### config.mk
export PLATFORM = sky130hd
export DESIGN_NAME = ser9_rx
export DESIGN_NICKNAME = d
export VERILOG_FILES = /design/src/rtl/ser9_rx_pkg.sv /design/src/rtl/ser9_rx_sync.sv /design/src/rtl/ser9_rx_vote.sv /design/src/rtl/ser9_rx.sv
export SDC_FILE = /design/constraint.sdc
export NUM_CORES = 1
export LEC_CHECK = 0
export BUFFER_PORTS_ARGS = -buffer_cell sky130_fd_sc_hd__buf_2
export CAP_MARGIN = 10
export CORE_ASPECT_RATIO = 0.6
export CORE_MARGIN = 4
export CORE_UTILIZATION = 45
export CTS_CLUSTER_SIZE = 8
export DETAILED_ROUTE_END_ITERATION = 7
export PLACE_DENSITY = 0.74
export REMOVE_ABC_BUFFERS = 1
export SLEW_MARGIN = 10
export SYNTH_ARGS = -nofsm -noshare
export SYNTH_HDL_FRONTEND = slang
export SYNTH_SLANG_ARGS = --single-unit
### constraint.sdc
create_clock -name clk -period 1.9 [get_ports clk]
set_clock_uncertainty 0.15 [all_clocks]
set_input_delay 0 -clock clk [delete_from_list [all_inputs] [get_ports clk]]
set_output_delay 0 -clock clk [all_outputs]
set_load 0.005 [all_outputs]
### src/rtl/ser9_rx_pkg.sv
package ser9_rx_pkg;

    localparam int unsigned DATA_W   = 8;
    localparam int unsigned FRAME_W  = DATA_W + 1;
    localparam int unsigned OSR      = 16;
    localparam int unsigned PH_W     = $clog2(OSR);
    localparam int unsigned VOTE_1ST = 7;

    typedef enum logic [1:0] {
        ST_HUNT = 2'd0,
        ST_BITS = 2'd1,
        ST_STOP = 2'd2
    } rx_st_e;

    typedef struct packed {
        rx_st_e              st;
        logic [PH_W-1:0]     phase;
        logic [FRAME_W-1:0]  shreg;
        logic                prev;
        logic [DATA_W-1:0]   data;
        logic                bit9;
        logic                done;
    } rx_regs_t;

endpackage

### src/rtl/ser9_rx_sync.sv
module ser9_rx_sync #(
    parameter int unsigned STAGES    = 2,
    parameter logic        RESET_VAL = 1'b1
) (
    input  logic clk,
    input  logic rst_n,
    input  logic din,
    output logic dout
);

    logic [STAGES-1:0] chain_d, chain_q;

    generate
        if (STAGES == 1) begin : g_single
            always_comb chain_d = din;
        end else begin : g_multi
            always_comb chain_d = {chain_q[STAGES-2:0], din};
        end
    endgenerate

    always_ff @(posedge clk or negedge rst_n) begin
        if (!rst_n) chain_q <= {STAGES{RESET_VAL}};
        else        chain_q <= chain_d;
    end

    assign dout = chain_q[STAGES-1];

endmodule

### src/rtl/ser9_rx_vote.sv
module ser9_rx_vote #(
    parameter int unsigned PH_W  = 4,
    parameter int unsigned FIRST = 7
) (
    input  logic            clk,
    input  logic            rst_n,
    input  logic            tick_en,
    input  logic [PH_W-1:0] phase_now,
    input  logic            din,
    output logic            vote,
    output logic            vote_stb
);

    localparam logic [PH_W-1:0] PH_A = PH_W'(FIRST);
    localparam logic [PH_W-1:0] PH_B = PH_W'(FIRST + 1);
    localparam logic [PH_W-1:0] PH_C = PH_W'(FIRST + 2);

    logic [1:0] samp_d, samp_q;

    always_comb begin
        samp_d = samp_q;
        if (tick_en && phase_now == PH_A) samp_d[0] = din;
        if (tick_en && phase_now == PH_B) samp_d[1] = din;
        vote_stb = tick_en && (phase_now == PH_C);
        vote     = (samp_q[0] & samp_q[1]) | (samp_q[0] & din) | (samp_q[1] & din);
    end

    always_ff @(posedge clk or negedge rst_n) begin
        if (!rst_n) samp_q <= 2'b11;
        else        samp_q <= samp_d;
    end

endmodule

### src/rtl/ser9_rx.sv
module ser9_rx
    import ser9_rx_pkg::*;
#(
    parameter int unsigned SYNC_STAGES = 2
) (
    input  logic              clk,
    input  logic              rst_n,
    input  logic              tick_en,
    input  logic              rxd,
    input  logic              mp_mode,
    input  logic              rx_clr,
    output logic [DATA_W-1:0] rx_byte,
    output logic              rx_bit9,
    output logic              rx_done
);

    localparam logic [FRAME_W-1:0] SH_FILL = {FRAME_W{1'b1}};

    rx_regs_t          r_d, r_q;
    logic              rxd_s;
    logic [PH_W-1:0]   phase_now;
    logic              vote, vote_stb;
    logic [DATA_W-1:0] data_rev;
    logic              accept;
    logic              busy;

    ser9_rx_sync #(.STAGES(SYNC_STAGES), .RESET_VAL(1'b1)) u_sync (
        .clk  (clk),
        .rst_n(rst_n),
        .din  (rxd),
        .dout (rxd_s)
    );

    ser9_rx_vote #(.PH_W(PH_W), .FIRST(VOTE_1ST)) u_vote (
        .clk      (clk),
        .rst_n    (rst_n),
        .tick_en  (tick_en),
        .phase_now(phase_now),
        .din      (rxd_s),
        .vote     (vote),
        .vote_stb (vote_stb)
    );

    // data bit 0 arrives first and ends up highest in the shift register
    always_comb begin
        for (int i = 0; i < int'(DATA_W); i++) begin
            data_rev[i] = r_q.shreg[DATA_W-1-i];
        end
    end

    assign phase_now = r_q.phase + 1'b1;
    assign accept    = !r_q.done && (!mp_mode || vote);
    assign busy      = (r_q.st != ST_HUNT);

    always_comb begin
        r_d      = r_q;
        r_d.done = r_q.done & ~rx_clr;
        if (tick_en) r_d.prev = rxd_s;

        unique case (r_q.st)
            ST_HUNT: begin
                if (tick_en && r_q.prev && !rxd_s) begin
                    r_d.st    = ST_BITS;
                    r_d.phase = '0;
                    r_d.shreg = SH_FILL;
                end
            end
            ST_BITS: begin
                if (tick_en) r_d.phase = phase_now;
                if (vote_stb) begin
                    if (r_q.shreg == SH_FILL && vote) begin
                        r_d.st = ST_HUNT;            // start bit not confirmed
                    end else if (!r_q.shreg[FRAME_W-1]) begin
                        r_d.shreg = {r_q.shreg[FRAME_W-2:0], vote};
                        r_d.st    = ST_STOP;
                        if (accept) begin
                            r_d.data = data_rev;
                            r_d.bit9 = vote;
                            r_d.done = 1'b1;
                        end
                    end else begin
                        r_d.shreg = {r_q.shreg[FRAME_W-2:0], vote};
                    end
                end
            end
            ST_STOP: begin
                if (tick_en) r_d.phase = phase_now;
                if (vote_stb) r_d.st = ST_HUNT;
            end
            default: r_d.st = ST_HUNT;
        endcase
    end

    always_ff @(posedge clk or negedge rst_n) begin
        if (!rst_n) begin
            r_q       <= '0;
            r_q.st    <= ST_HUNT;
            r_q.shreg <= SH_FILL;
            r_q.prev  <= 1'b0;
        end else begin
            r_q <= r_d;
        end
    end

    assign rx_byte = r_q.data;
    assign rx_bit9 = r_q.bit9;
    assign rx_done = r_q.done;

endmodule

==> impl_metrics.json, run 1 <==
{
  "min_period_ns": 1.910,
  "maxSlewHeadroom": 0.5676,
  "whs_path_depth": 5,
  "drcViolationCount": 0,
  "synth_seq_cells": 30,
  "cts_num_sinks": 30,
  "clkPwrFrac": 0.163,
  "status": "finished, violations left",
  "crit_fanout": 5,
  "ys_top_cells_by_area": "dfrtp_1 26%, dfstp_2 21%, mux2_2 8.3%",
  "grt_pass1_wl_um": 6417,
  "num_antenna_cells": 0,
  "worst_pin_slew_ns": 0.6486,
  "critPathMaxStageDelay_ns": 0.43,
  "antenna_found_initial": 0,
  "power.density_nw_per_um2": 1573,
  "synthArstFlopShare": 1.000,
  "dpl_cell_area_um2": 1814,
  "min_to": "rx_done$_DFF_PN0_",
  "fin_tns_setup_ns": -0.01021,
  "areaGrowthSynthToFinish_pct": 24.17,
  "hold_viol": 0,
  "violations": "setup timing",
  "dpl.hpwl_um": 2747,
  "numCtsBuffers": 5,
  "die_w_um": 85.71,
  "post-synth-top-area-fraction": 0.2609,
  "grt_max_degree": 31,
  "p_sw_mw": 1.210,
  "avgViaCountPerCell": 5.483,
  "slew_violations": 0,
  "fin_ws_ns": -0.01021,
  "ir_drop_mv": 0.7485,
  "wl_per_cell_um": 16.63,
  "syn_inst": 154,
  "synth_area_leader_cell": "dfrtp_1",
  "p_comb_frac": 0.478,
  "die_area_um2": 4682,
  "yosysUniqueCellTypes": 40,
  "synth.avg_cell_area_um2": 10.59,
  "stdcell_area_um2": 2024,
  "grt_overflow": 0,
  "cp_top_family": "compound AO/OA/AOI/OAI gates",
  "yosys_most_used_dff": "dfrtp_1",
  "rsz0062_at_grt": "true",
  "routed-via-count": 1272,
  "fmax_mhz": 523.5,
  "setup_viol": 1,
  "yosysMostFrequentCell": "dfrtp_1",
  "finalNetCount": 199,
  "synth-edff-count": 0,
  "yosys-top-cells-count": "17 x dfrtp_1, 14 x inv_1, 13 x dfstp_2, 13 x nand2_1, 12 x mux2_2",
  "seq_area_frac_synth": 0.4705,
  "fp.dieH_um": 54.63,
  "crit_chain": "nand3b_1 > a211oi_4 > o21a_1 > buf_6 > o22ai_1 > a31oi_1",
  "finalCritPeriodShare": 1.005,
  "rows": 16,
  "total_power_mw": 3.185,
  "drt-total-wl_um": 3857,
  "cts_tree": "done",
  "worst_ep_arrival_time_ns": 1.96,
  "yosys_warnings": 0,
  "critPathBufInv": 1,
  "grt_util_all_layers": 0.1873,
  "io-pin-count": 16,
  "critPathLaunchType": "flip-flop",
  "drive_gt1_frac": 0.4652,
  "pre_cts_ws_ns": -0.08498,
  "required_ns": 1.95,
  "p_int_mw": 1.975,
  "start_util": 0.4847,
  "switching_share": 0.3800,
  "seq_power_share": 0.358,
  "crit_slowest_cell": "dfrtp_1",
  "hold_slack_ns": 0.03478,
  "hp-start": "mp_mode",
  "reg2reg_from": "r_q[23]$_DFFE_PN0P_",
  "ant_nets": 0,
  "clk_pin_slew_ns": 0.06,
  "worst_r2r_endpoint": "data_rev[7]$_DFFE_PN1P_",
  "drv_cap": 0,
  "grt_pass1_vias": 1317,
  "r2r_setup_slack_ns": -0.01,
  "clock_latency_ns": 0.29,
  "synth.cell_area_um2": 1630,
  "htree_levels": 2,
  "min_path_type": "input port to flip-flop",
  "drt_iter0_drc": 46,
  "place_congestion": 0.8708,
  "worstSetupEndpointType": "flip-flop",
  "cts-root-buf": "clkbuf_8",
  "leakage_nw": 0.9515,
  "r2r_cells": 6,
  "dr.pass1.iters": 4,
  "io_buffers": 15,
  "core-area_um2": 3363,
  "cts_max_path_buffers": 2,
  "critical_path_class": "flip-flop to flip-flop"
}
## registers in the layout, summed over array words and instances (netlist names)
name	flops
rx_bit9	1
r_q	8
data_rev	8
rx_done	1
u_sync.chain_q	2
rx_byte	8
u_vote.samp_q	2
## placed cells by master, fill, tap and decap left out, types with 2 or more instances in the layout
master,count
a22o_1,2
ha_1,5
dfstp_2,13
o21ai_0,6
o21a_1,2
and2_4,2
and2_2,2
dfrtp_1,16
buf_2,15
dlygate4sd3_1,4
o21ai_2,2
nand2_1,12
o21ai_1,2
nand3_1,3
buf_4,15
nor2_1,2
nand2b_1,4
clkbuf_8,6
a31oi_1,8
inv_1,13
mux2_2,12
o22ai_1,9
nand4_1,2
buf_6,3
## per-stage QoR
stage / util / std cells
after floorplan: - / 141
after global placement: 0.5394 / 219
after detailed placement: 0.5394 / 219
after CTS: 0.5926 / 232
after global routing: 0.6019 / 232
final: 0.6019 / 232
## worst reg2reg max path, delay by kind of cell (launching register included)
kind / cells / cell delay, ns
AO/OA/AOI/OAI: 4 / 0.84
flip-flops: 1 / 0.43
AND/OR/NAND/NOR: 1 / 0.26
buffers and inverters: 1 / 0.15
## cell type report
cell class	count	area, um^2
flip-flops and latches	30	768.2
clock inverters	1	5.005
well taps	45	56.30
fillers	279	1339
inverters	14	52.55
repair buffers	38	281.5
multi-input cells	97	774.5
clock buffers	7	86.33
## power by group through the flow
| stage | clock network, mW | registers (mW) | logic [mW] |
|---|---|---|---|
| 2_1_floorplan | 0 | 1.10 | 0.828 |
| 3_3_place_gp | 0 | 1.10 | 1.28 |
| 3_5_place_dp | 0 | 1.13 | 1.35 |
| 4_1_cts | 0.529 | 1.13 | 1.45 |
| 5_1_grt | 0.574 | 1.17 | 1.67 |
| 6_report | 0.520 | 1.14 | 1.52 |
## how the worst max path moves through the flow
| stage | from | to | slack (ns) | depth (start not counted) |
|---|---|---|---|---|
| floorplan | r_q[25]$_DFFE_PN0P_ | data_rev[2]$_DFFE_PN1P_ | -0.37 | 6 |
| global placement | r_q[20]$_DFFE_PN0P_ | r_q[24]$_DFFE_PN0P_ | 0.02 | 6 |
| detailed placement | r_q[20]$_DFFE_PN0P_ | r_q[24]$_DFFE_PN0P_ | -0.08 | 8 |
| CTS | u_sync.chain_q[1]$_DFF_PN1_ | rx_byte[1]$_DFFE_PN0P_ | 0.007 | 6 |
| global route | r_q[21]$_DFFE_PN0P_ | data_rev[7]$_DFFE_PN1P_ | -0.13 | 7 |
| finish | r_q[23]$_DFFE_PN0P_ | data_rev[7]$_DFFE_PN1P_ | -0.01 | 6 |
## routing by layer
| metal | GRT usage | routed length [um] | vias to the layer above |
|---|---|---|---|
| li1 | - | - | 604 |
| met1 | 0.2400 | 1773 | 613 |
| met2 | 0.3106 | 1773 | 52 |
| met3 | 0.04511 | 277 | 3 |
| met4 | 0.07895 | 32 | 0 |
| met5 | 0 | 0 | - |
## cells by family after synthesis
family	synth area share
adder cells (fa/ha/maj)	0.05986
AO/OA/AOI/OAI	0.1773
buffers and inverters	0.09056
flip-flops	0.4705
multiplexers	0.08979
AND/OR/NAND/NOR	0.1121
## what timing repair did
item                                    4_1_cts  5_1_grt
resized for setup                            14        7
endpoints found under the setup margin       19       20
endpoints found under the hold margin        34        0
buffers inserted                              1        0
pin swaps                                     7        2
hold buffers                                  4        0
No activity file was read; power rests on OpenSTA's default activity.
==> run 2: changes to the inputs <==
--- a/config.mk
+++ b/config.mk
@@ -8,11 +8,11 @@
 export BUFFER_PORTS_ARGS = -buffer_cell sky130_fd_sc_hd__buf_2
 export CAP_MARGIN = 10
 export CORE_ASPECT_RATIO = 0.6
-export CORE_MARGIN = 4
-export CORE_UTILIZATION = 45
+export CORE_UTILIZATION = 40
 export CTS_CLUSTER_SIZE = 8
 export DETAILED_ROUTE_END_ITERATION = 7
-export PLACE_DENSITY = 0.74
+export GPL_ROUTABILITY_DRIVEN = 0
+export PLACE_DENSITY = 0.68
 export REMOVE_ABC_BUFFERS = 1
 export SLEW_MARGIN = 10
 export SYNTH_ARGS = -nofsm -noshare
==> run 2 against run 1 <==
The run still ends with setup timing left. Count of clock-buffer cells in the layout is the same. Fmax shrank 4.2%. Highest routed layer unchanged. Sequential share of layout area shrank 1.7 points. Worst setup slack lost 0.084 ns. Largest cell class unchanged. Critical path type unchanged. Critical path depth grew 1. Via count grew 0.55%. Critical endpoint is now data_rev[0]$_DFFE_PN1P_. Combinational power grew 13%.
==> impl_metrics.json, run 2 (synthesis gave the netlist of run 1 again) <==
{
  "fin_tns_setup_ns": -0.5086,
  "fmax_mhz": 501.4,
  "min_period_ns": 1.995,
  "dpl.hpwl_um": 2426,
  "grt_pass1_wl_um": 5789,
  "drive_gt1_frac": 0.5103,
  "ant_nets": 0,
  "cts-root-buf": "clkbuf_8",
  "core-area_um2": 3786,
  "antenna_found_initial": 0,
  "cts_tree": "done",
  "io_buffers": 15,
  "start_util": 0.4306,
  "finalCritPeriodShare": 1.050,
  "grt_util_all_layers": 0.1791,
  "numCtsBuffers": 5,
  "instances_no_fill": 241,
  "grt_max_degree": 31,
  "dr.pass1.iters": 4,
  "required_ns": 1.94,
  "power.density_nw_per_um2": 1591,
  "grt_pass1_vias": 1227,
  "die_w_um": 84.42,
  "num_antenna_cells": 0,
  "worstSetupEndpointType": "flip-flop",
  "avgViaCountPerCell": 5.307,
  "mostFrequentLayoutCell": "buf_4",
  "slew_violations": 0,
  "critPathLaunchType": "flip-flop",
  "drcViolationCount": 0,
  "cts_num_sinks": 30,
  "cts_max_path_buffers": 2,
  "fin_ws_ns": -0.09459,
  "routed-via-count": 1279,
  "areaGrowthSynthToFinish_pct": 29.93,
  "finalNetCount": 206,
  "grt_overflow": 0,
  "clk_pin_slew_ns": 0.06,
  "hold_viol": 0,
  "dp_cells": 225,
  "min_path_type": "input port to flip-flop",
  "drt-total-wl_um": 3652,
  "violations": "setup timing",
  "setup_viol": 19,
  "worst_pin_slew_ns": 0.6507,
  "rsz0062_at_grt": "true",
  "drv_cap": 0,
  "stdcell_area_um2": 2118,
  "die_area_um2": 4343,
  "mostFrequentLayoutCells": "20 x buf_4, 16 x buf_2, 16 x dfrtp_1",
  "rows": 17,
  "htree_levels": 2,
  "leakage_nw": 0.9950,
  "critical_path_class": "flip-flop to flip-flop",
  "dpl_cell_area_um2": 1847,
  "wl_per_cell_um": 15.15,
  "status": "finished, violations left",
  "clock_latency_ns": 0.28,
  "drt_iter0_drc": 101,
  "fillCellCount": 304,
  "fp.dieH_um": 51.45,
  "maxSlewHeadroom": 0.5662,
  "ir_drop_mv": 0.6779,
  "io-pin-count": 16,
  "crit_fanout": 5,
  "worst_ep_arrival_time_ns": 2.04
}
[run 2: changes by cell type in the layout (fill, tap and decap cells not counted), sizes merged]
cell / before / now
buf: 34 / 41
[run 2: final cells by class]
cell class                 instances  area [um^2]  share of cell area
multi-input combinational         97        812.0              0.3833
sequential                        30        768.2              0.3627
timing repair buffer              45        335.3              0.1583
clock buffer                       7        86.33             0.04076
tap                               47        58.81             0.02776
inverter                          14        52.55             0.02481
clock inverter                     1        5.005            0.002363
[run 2: repair_timing]
item / in CTS / in global routing
pin swaps: 5 / 10
cloned: 0 / 1
hold endpoints to repair: 24 / 0
hold buffers: 4 / 0
gates resized for setup: 10 / 17
setup endpoints to repair: 10 / 20
setup buffers: 0 / 3
[run 2: through the flow]
step | power [mW] | utilization | setup slack (ns) | hold WS (ns)
after floorplan | 1.923 | - | -0.3717 | -0.4456
after global placement | 2.425 | 0.4878 | 0.01229 | -0.09674
after detailed placement | 2.471 | 0.4878 | -0.04036 | -0.08290
after CTS | 3.091 | 0.5327 | -0.02492 | 0.06243
after global routing | 3.604 | 0.5595 | -0.1302 | 0.08301
final | 3.371 | 0.5595 | -0.09459 | 0.06638
[run 2: critical path, stage by stage, from the launching register on]
cell      delay (ns)
dfrtp_1         0.42
buf_6           0.14
a21bo_4         0.22
a211oi_4        0.32
o21a_2          0.27
buf_6           0.14
o22ai_2         0.09
a31oi_2         0.18
[run 2: per-layer routing]
layer,GRT usage,part of all wire
met5,0,0
met4,0.07345,0.011
met2,0.2664,0.42
met3,0.04039,0.052
met1,0.2533,0.52
[run 2: final timing paths]
path / to / start / cells after the start / slack (ns)
max reg2reg: data_rev[0]$_DFFE_PN1P_ / r_q[20]$_DFFE_PN0P_ / 7 / -0.09
min: rx_done$_DFF_PN0_ / mp_mode / 5 / 0.07
max in group asynchronous: r_q[21]$_DFFE_PN0P_ / rst_n / 2 / 0.99
min in group asynchronous: rx_byte[3]$_DFFE_PN0P_ / rst_n / 2 / 0.14
max: data_rev[0]$_DFFE_PN1P_ / r_q[20]$_DFFE_PN0P_ / 7 / -0.09
min reg2reg: u_sync.chain_q[1]$_DFF_PN1_ / u_sync.chain_q[0]$_DFF_PN1_ / 0 / 0.21
[run 2: where the power goes]
group	total (mW)	leakage (nW)	internal (mW)	switching, mW
logic	1.72	0.590	0.886	0.834
clock network	0.520	0.0482	0.292	0.228
registers	1.13	0.357	0.935	0.197
total	3.37	0.995	2.11	1.26
